--- config.mk ---
export PLATFORM = sky130hd
export DESIGN_NAME = cmd_status_port
export DESIGN_NICKNAME = d
export VERILOG_FILES = /design/src/rtl/cmdif_pkg.sv /design/src/rtl/cmdif_decode.sv /design/src/rtl/cmdif_busy.sv /design/src/rtl/cmdif_intr.sv /design/src/rtl/cmd_status_port.sv
export SDC_FILE = /design/constraint.sdc
export NUM_CORES = 1
export LEC_CHECK = 0
export BUFFER_PORTS_ARGS = -buffer_cell sky130_fd_sc_hd__buf_2
export CAP_MARGIN = 20
export CORE_UTILIZATION = 45
export CTS_CLUSTER_SIZE = 40
export DETAILED_ROUTE_END_ITERATION = 7
export PLACE_DENSITY_LB_ADDON = 0.25
export SLEW_MARGIN = 20
export SYNTH_ARGS = -nofsm -noshare
export SYNTH_HDL_FRONTEND = slang
export SYNTH_SLANG_ARGS = --single-unit
--- constraint.sdc ---
create_clock -name clk -period 1.8 [get_ports clk]
set_input_delay 0.09 -clock clk [delete_from_list [all_inputs] [get_ports clk]]
set_output_delay 0.09 -clock clk [all_outputs]
set_load 0.05 [all_outputs]
--- src/rtl/cmdif_pkg.sv ---
package cmdif_pkg;

   localparam int OPC_W = 5;

   typedef enum logic [OPC_W-1:0] {
      OP_GRST   = 5'd0,
      OP_WIN    = 5'd1,
      OP_RXOFF  = 5'd3,
      OP_RXON   = 5'd4,
      OP_RXRST  = 5'd5,
      OP_TXON   = 5'd9,
      OP_TXOFF  = 5'd10,
      OP_TXRST  = 5'd11,
      OP_IREQ   = 5'd12,
      OP_IACK   = 5'd13,
      OP_IMASK  = 5'd14,
      OP_RZMASK = 5'd15,
      OP_FILT   = 5'd16
   } opc_e;

   // one strobe per accepted command
   typedef struct packed {
      logic grst;
      logic win;
      logic rx_off;
      logic rx_on;
      logic rx_rst;
      logic tx_on;
      logic tx_off;
      logic tx_rst;
      logic ireq;
      logic iack;
      logic imask;
      logic rzmask;
      logic filt;
   } strb_t;

   // status bit positions
   localparam int ST_LATCH = 0;
   localparam int ST_TXC   = 2;
   localparam int ST_TXA   = 3;
   localparam int ST_RXC   = 4;
   localparam int ST_RXE   = 5;
   localparam int ST_IREQ  = 6;

endpackage

--- src/rtl/cmdif_decode.sv ---
module cmdif_decode
   import cmdif_pkg::*;
#(
   parameter int CMD_W = 16,
   localparam int ARG_W = CMD_W - OPC_W
) (
   input  logic             valid_i,
   input  logic [CMD_W-1:0] cmd_i,
   output strb_t            strb_o,
   output logic [ARG_W-1:0] arg_o
);

   logic [OPC_W-1:0] opc;

   assign opc   = cmd_i[CMD_W-1 -: OPC_W];
   assign arg_o = cmd_i[ARG_W-1:0];

   always_comb begin
      strb_o = '0;
      if (valid_i) begin
         case (opc_e'(opc))
            OP_GRST:   strb_o.grst   = 1'b1;
            OP_WIN:    strb_o.win    = 1'b1;
            OP_RXOFF:  strb_o.rx_off = 1'b1;
            OP_RXON:   strb_o.rx_on  = 1'b1;
            OP_RXRST:  strb_o.rx_rst = 1'b1;
            OP_TXON:   strb_o.tx_on  = 1'b1;
            OP_TXOFF:  strb_o.tx_off = 1'b1;
            OP_TXRST:  strb_o.tx_rst = 1'b1;
            OP_IREQ:   strb_o.ireq   = 1'b1;
            OP_IACK:   strb_o.iack   = 1'b1;
            OP_IMASK:  strb_o.imask  = 1'b1;
            OP_RZMASK: strb_o.rzmask = 1'b1;
            OP_FILT:   strb_o.filt   = 1'b1;
            default:   strb_o = '0;
         endcase
      end
   end

endmodule

--- src/rtl/cmdif_busy.sv ---
module cmdif_busy #(
   parameter int RST_CYCLES = 16,
   localparam int CNT_W = (RST_CYCLES > 0) ? $clog2(RST_CYCLES + 1) : 1
) (
   input  logic clk,
   input  logic rst_n,
   input  logic start_i,
   output logic busy_o
);

   generate
      if (RST_CYCLES == 0) begin : g_nobusy
         assign busy_o = 1'b0;
      end else begin : g_timer
         logic [CNT_W-1:0] cnt_q;

         always_ff @(posedge clk or negedge rst_n) begin
            if (!rst_n) begin
               cnt_q <= '0;
            end else if (start_i) begin
               cnt_q <= CNT_W'(RST_CYCLES);
            end else if (cnt_q != '0) begin
               cnt_q <= cnt_q - 1'b1;
            end
         end

         assign busy_o = (cnt_q != '0);


         busy_after_start_chk: assert property (@(posedge clk) disable iff (!rst_n)
            start_i |=> busy_o);


         no_restart_while_busy_chk: assert property (@(posedge clk) disable iff (!rst_n)
            busy_o |-> !start_i);
      end
   endgenerate

endmodule

--- src/rtl/cmdif_intr.sv ---
module cmdif_intr
   import cmdif_pkg::*;
#(
   parameter int STAT_BITS = 8
) (
   input  logic                 clk,
   input  logic                 rst_n,
   input  logic [STAT_BITS-1:0] evt_i,
   input  strb_t                strb_i,
   input  logic [STAT_BITS-1:0] arg_i,
   output logic [STAT_BITS-1:0] stat_o,
   output logic                 irq_o
);

   logic [STAT_BITS-1:0] lat_q, imask_q, rz_q;
   logic [STAT_BITS-1:0] src, grp_clr, fired, set_eff;

   always_comb begin
      src            = evt_i;
      src[ST_LATCH]  = 1'b0;
      src[ST_IREQ]   = evt_i[ST_IREQ] | strb_i.ireq;

      grp_clr = '0;
      if (strb_i.rx_rst) begin
         grp_clr[ST_RXC] = 1'b1;
         grp_clr[ST_RXE] = 1'b1;
      end
      if (strb_i.tx_rst) begin
         grp_clr[ST_TXC] = 1'b1;
         grp_clr[ST_TXA] = 1'b1;
      end
      if (strb_i.grst) begin
         grp_clr = '1;
      end

      fired             = src & ~grp_clr;
      set_eff           = fired;
      set_eff[ST_LATCH] = |(fired & imask_q);
   end

   generate
      for (genvar i = 0; i < STAT_BITS; i++) begin : g_bit
         always_ff @(posedge clk or negedge rst_n) begin
            if (!rst_n) begin
               lat_q[i] <= 1'b0;
            end else begin
               lat_q[i] <= set_eff[i]
                         | (lat_q[i] & ~(strb_i.iack & arg_i[i]) & ~grp_clr[i]);
            end
         end


         ack_clears_chk: assert property (@(posedge clk) disable iff (!rst_n)
            (strb_i.iack && arg_i[i] && !set_eff[i]) |=> !lat_q[i]);


         set_latches_chk: assert property (@(posedge clk) disable iff (!rst_n)
            set_eff[i] |=> lat_q[i]);
      end
   endgenerate

   always_ff @(posedge clk or negedge rst_n) begin
      if (!rst_n) begin
         imask_q <= '0;
         rz_q    <= '0;
      end else if (strb_i.grst) begin
         imask_q <= '0;
         rz_q    <= '0;
      end else begin
         if (strb_i.imask)  imask_q <= arg_i;
         if (strb_i.rzmask) rz_q    <= arg_i;
      end
   end

   assign stat_o = lat_q & ~rz_q;
   assign irq_o  = |(lat_q & imask_q);


   imask_load_chk: assert property (@(posedge clk) disable iff (!rst_n)
      strb_i.imask |=> (imask_q == $past(arg_i)));


   grst_clears_chk: assert property (@(posedge clk) disable iff (!rst_n)
      strb_i.grst |=> (lat_q == '0 && imask_q == '0 && rz_q == '0));

endmodule

--- src/rtl/cmd_status_port.sv ---
module cmd_status_port
   import cmdif_pkg::*;
#(
   parameter int CMD_W      = 16,
   parameter int WIN_W      = 3,
   parameter int STAT_BITS  = 8,
   parameter int FILT_W     = 4,
   parameter int RST_CYCLES = 16,
   localparam int ARG_W     = CMD_W - OPC_W,
   localparam int PAD_W     = CMD_W - WIN_W - 1 - STAT_BITS
) (
   input  logic                 clk,
   input  logic                 rst_n,
   input  logic                 cmd_we,
   input  logic [CMD_W-1:0]     cmd_wdata,
   input  logic [STAT_BITS-1:0] evt_i,
   output logic [CMD_W-1:0]     status_o,
   output logic [WIN_W-1:0]     window_o,
   output logic                 irq_o,
   output logic                 busy_o,
   output logic                 rx_en_o,
   output logic                 tx_en_o,
   output logic [FILT_W-1:0]    rx_filt_o
);

   generate
      if (CMD_W != 16 || WIN_W != 3 || STAT_BITS != 8) begin : g_bad_layout
         $error("cmd_status_port: status layout requires 16/3/8");
      end
      if (FILT_W > ARG_W || STAT_BITS > ARG_W) begin : g_bad_arg
         $error("cmd_status_port: argument field too narrow");
      end
      if (PAD_W < 0) begin : g_bad_pad
         $error("cmd_status_port: status word too narrow");
      end
   endgenerate

   logic             accept;
   strb_t            strb;
   logic [ARG_W-1:0] arg;
   logic [STAT_BITS-1:0] stat_bits;
   logic [WIN_W-1:0] win_q;
   logic             rx_en_q, tx_en_q;
   logic [FILT_W-1:0] filt_q;

   assign accept = cmd_we & ~busy_o;

   cmdif_decode #(.CMD_W(CMD_W)) i_decode (
      .valid_i (accept),
      .cmd_i   (cmd_wdata),
      .strb_o  (strb),
      .arg_o   (arg)
   );

   cmdif_busy #(.RST_CYCLES(RST_CYCLES)) i_busy (
      .clk     (clk),
      .rst_n   (rst_n),
      .start_i (strb.grst | strb.rx_rst | strb.tx_rst),
      .busy_o  (busy_o)
   );

   cmdif_intr #(.STAT_BITS(STAT_BITS)) i_intr (
      .clk     (clk),
      .rst_n   (rst_n),
      .evt_i   (evt_i),
      .strb_i  (strb),
      .arg_i   (arg[STAT_BITS-1:0]),
      .stat_o  (stat_bits),
      .irq_o   (irq_o)
   );

   always_ff @(posedge clk or negedge rst_n) begin
      if (!rst_n) begin
         win_q   <= '0;
         rx_en_q <= 1'b0;
         tx_en_q <= 1'b0;
         filt_q  <= '0;
      end else if (strb.grst) begin
         win_q   <= '0;
         rx_en_q <= 1'b0;
         tx_en_q <= 1'b0;
         filt_q  <= '0;
      end else begin
         if (strb.win)                 win_q   <= arg[WIN_W-1:0];
         if (strb.rx_on)               rx_en_q <= 1'b1;
         if (strb.rx_off | strb.rx_rst) rx_en_q <= 1'b0;
         if (strb.tx_on)               tx_en_q <= 1'b1;
         if (strb.tx_off | strb.tx_rst) tx_en_q <= 1'b0;
         if (strb.filt)                filt_q  <= arg[FILT_W-1:0];
      end
   end

   assign status_o  = {win_q, busy_o, {PAD_W{1'b0}}, stat_bits};
   assign window_o  = win_q;
   assign rx_en_o   = rx_en_q;
   assign tx_en_o   = tx_en_q;
   assign rx_filt_o = filt_q;


   window_load_chk: assert property (@(posedge clk) disable iff (!rst_n)
      strb.win |=> (window_o == $past(cmd_wdata[WIN_W-1:0])));


   busy_drops_write_chk: assert property (@(posedge clk) disable iff (!rst_n)
      busy_o |=> $stable(win_q));


   rx_off_chk: assert property (@(posedge clk) disable iff (!rst_n)
      (strb.rx_off || strb.rx_rst) |=> !rx_en_o);

endmodule

==> flow_summary.toml <==
[route]
wl_met3_um = 131
detail-route-antenna-nets = 0
via_per_inst = 5.29
wl_met2_um = 2180
met1Wirelength_um = 2170
drt_iter0_drc = 68
firstDrtPassIters = 4
routed_wl_um = 4550
wire_per_inst_um = 14.8
dr.max_layer_used = "met4"
drc_errors = 0
route.vias.total = 1623

[place]
dpl_cell_area_um2 = 2290
post-dp-hpwl_um = 3190
gp_congestion = 0.790
port-buffer-count = 45
dp_cells = 290

[cells_and_area]
multi_input_area_um2 = 1020
fin_area_um2 = 2550
syn_to_final_growth_pct = 22.9
n_antenna_cell = 0
final_core_util = 0.583
layout-drive-gt1-share = 0.333
fin_nets = 283
sequential_cell_area_um2 = 951
nFillCells = 386
layout.cells.non_filler = 307

[floorplan]
die-width_um = 70.0
io_pins = 54
rows = 24
die_height_um = 70.0
dieArea_um2 = 4900
core_um2 = 4380
start_util = 0.474

[sta]
post-route-period-util = 1.01
hold_slack_ns = 0.0267
hold_viol = 0
fin_skew_ns = 0.00852
min_period_ns = 1.81
rsz0062_at_grt = "yes"
setup-violations-final = 3
layout_setup_ws_ns = -0.00932
slew_viol_final = 0
tns_ns = -0.0264
fmax_ghz = 0.553

[clock_tree]
cts.sinks = 38
h-tree-depth = 2
cts-buffers-inserted = 5
clk_pin_slew_ns = 0.08
clockRootBuffer = "clkbuf_8"
max-clock-path-buffers = 2
cts_tree = "yes"
clkLatencyLatePin_ns = 0.30

[worst_setup_path]
startpoint = "i_busy.g_timer.cnt_q[0]"
cp.required_ns = 1.71
r2r_cells = 9
cp_max_fo = 6
endpoint_kind = "primary output"
arrival_ns = 1.72
endpoint = "status_o[12]"
critPathKind = "reg -> out"
r2r_start = "i_busy.g_timer.cnt_q[0]"
ff2ff_setup_slack_ns = -0.009
cp-start-kind = "register"
r2r_end = "i_intr.lat_q[0]"

[global_routing]
antenna_found_initial = 0
track_usage = 0.192
grt_pass1_wl_um = 7330
grt_max_degree = 19
grt_pass1_vias = 1536
overflow = 0

[logic_synthesis]
avgSynthCellArea_um2 = 10.3
synth_top_area_frac = 0.457
synth_flop_cell = "dfrtp_1"
synth_top_area_cell = "dfrtp_1"
syn_inst = 202
yosys_warnings = 0
syn_area_um2 = 2080
synth_edf_count = 0
ys_types = 48
ys_seq_area_frac = 0.457
ys_top_cells_by_area = "dfrtp_1 (46%), mux2i_1 (7.7%), buf_4 (4.7%), nor2_1 (4.7%), nand2_1 (3.4%)"
ys_seq_elements = 38
async_flop_share = 1.00

[job]
max-cap-violations = 0

[outcome]
status = "complete, but fails checks"
failed_checks = "setup timing"

[min_path]
hold_class = "in -> reg"

[power]
p_per_area_nw_per_um2 = 1120
peakVddDrop_mv = 0.791
p_leak_nw = 1.34
==> through the flow <==
step	worst slack (ns)	power [mW]
final	-0.00932	2.86
after global routing	-0.0946	3.00
after CTS	-0.00152	2.75
after detailed placement	0.0377	2.01
after global placement	0.0550	2.00
after floorplan	0.0288	1.81
==> cell families (layout without fill, tap and decap cells) <==
logic type                 Yosys count  in the layout  synth area share
buffers and inverters               21             71            0.0770
other                                1              4           0.00180
AOI/OAI and AO/OA                   37             37             0.131
adders and majority gates            2              2            0.0120
xor gates and xnor gates             5              5            0.0211
muxes                               16             16            0.0770
and+or+nand+nor                     82             82             0.223
DFF                                 38             38             0.457
==> layout make-up <==
class / instances / share of cell area
clock inverter: 3 / 0.0157
clock buffer: 5 / 0.0269
tap: 52 / 0.0255
multi-input combinational: 146 / 0.398
timing repair buffer: 59 / 0.154
sequential: 38 / 0.372
inverter: 4 / 0.00735
==> registers in the layout, summed over array words and instances, names as in the netlist <==
register	cells
i_busy.g_timer.cnt_q	5
i_intr.imask_q	8
rx_filt_o	4
window_o	3
i_intr.rz_q	8
i_intr.lat_q	8
rx_en_o	1
tx_en_o	1
==> synth_stat cells (6+ instances only) <==
cell type  count
a22oi_1        6
dfrtp_1       38
nor2b_1       10
nor2_1        26
mux2i_1       16
nand2_1       19
buf_4         13
o21ai_0        8
==> timing repair <==
| item | CTS | global route |
|---|---|---|
| hold buffers | 1 | 0 |
| pin swaps | 0 | 7 |
| setup endpoints to repair | 2 | 33 |
| setup buffers | 1 | 6 |
| resized for setup | 2 | 17 |
| endpoints found under the hold margin | 16 | 0 |
| cloned | 0 | 1 |
==> cells in the final DEF, fill, tap and decap left out, drive strengths merged, types with 2 or more instances in the layout <==
| cell type | Yosys | final |
|---|---|---|
| nor3 | 2 | 2 |
| dfrtp | 38 | 38 |
| nand2 | 19 | 19 |
| nand3 | 4 | 4 |
| nor2 | 26 | 26 |
| clkbuf | 0 | 6 |
| a21oi | 4 | 4 |
| buf | 17 | 57 |
| nor2b | 10 | 10 |
| mux2i | 16 | 16 |
| and2 | 2 | 2 |
| inv | 4 | 3 |
| a22oi | 7 | 7 |
| xnor2 | 2 | 2 |
| ha | 2 | 2 |
| and3 | 3 | 3 |
| nand4b | 3 | 3 |
| o21a | 4 | 4 |
| clkinv | 0 | 2 |
| a21boi | 4 | 4 |
| o21ai | 8 | 8 |
| conb | 1 | 4 |
| nand4 | 5 | 5 |
| a22o | 2 | 2 |
| xor2 | 3 | 3 |
==> worst min-delay path by stage <==
stage	from	endpoint	slack, ns	cells past startpoint
global placement	rst_n	i_intr.rz_q[3]	0.04	1
global route	evt_i[5]	i_intr.lat_q[5]	0.02	2
floorplan	rst_n	i_busy.g_timer.cnt_q[0]	-0.21	0
detailed placement	rst_n	i_intr.rz_q[3]	0.05	1
CTS	evt_i[5]	i_intr.lat_q[5]	0.02	2
finish	evt_i[5]	i_intr.lat_q[5]	0.03	2
==> power by group <==
| group | internal [mW] | switching (mW) | leakage, nW | total, mW |
|---|---|---|---|---|
| combinational | 0.397 | 0.641 | 0.803 | 1.04 |
| clock | 0.408 | 0.309 | 0.0579 | 0.717 |
| sequential | 0.987 | 0.118 | 0.475 | 1.11 |
| total | 1.79 | 1.07 | 1.34 | 2.86 |
==> critical path, stage by stage, from the launching register on <==
cell and delay (ns):
dfrtp_1 0.41, inv_2 0.10, ha_4 0.12, nor4b_4 0.16, buf_4 0.18, buf_6 0.11
clkinvlp_4 0.15, buf_8 0.19
==> per-layer routing <==
| layer | vias up | track usage |
|---|---|---|
| li1 | 800 | - |
| met1 | 786 | 0.259 |
| met2 | 31 | 0.299 |
| met3 | 6 | 0.0418 |
| met4 | 0 | 0.0800 |
| met5 | - | 0 |
Note: power is estimated with default switching activity, not from simulation.
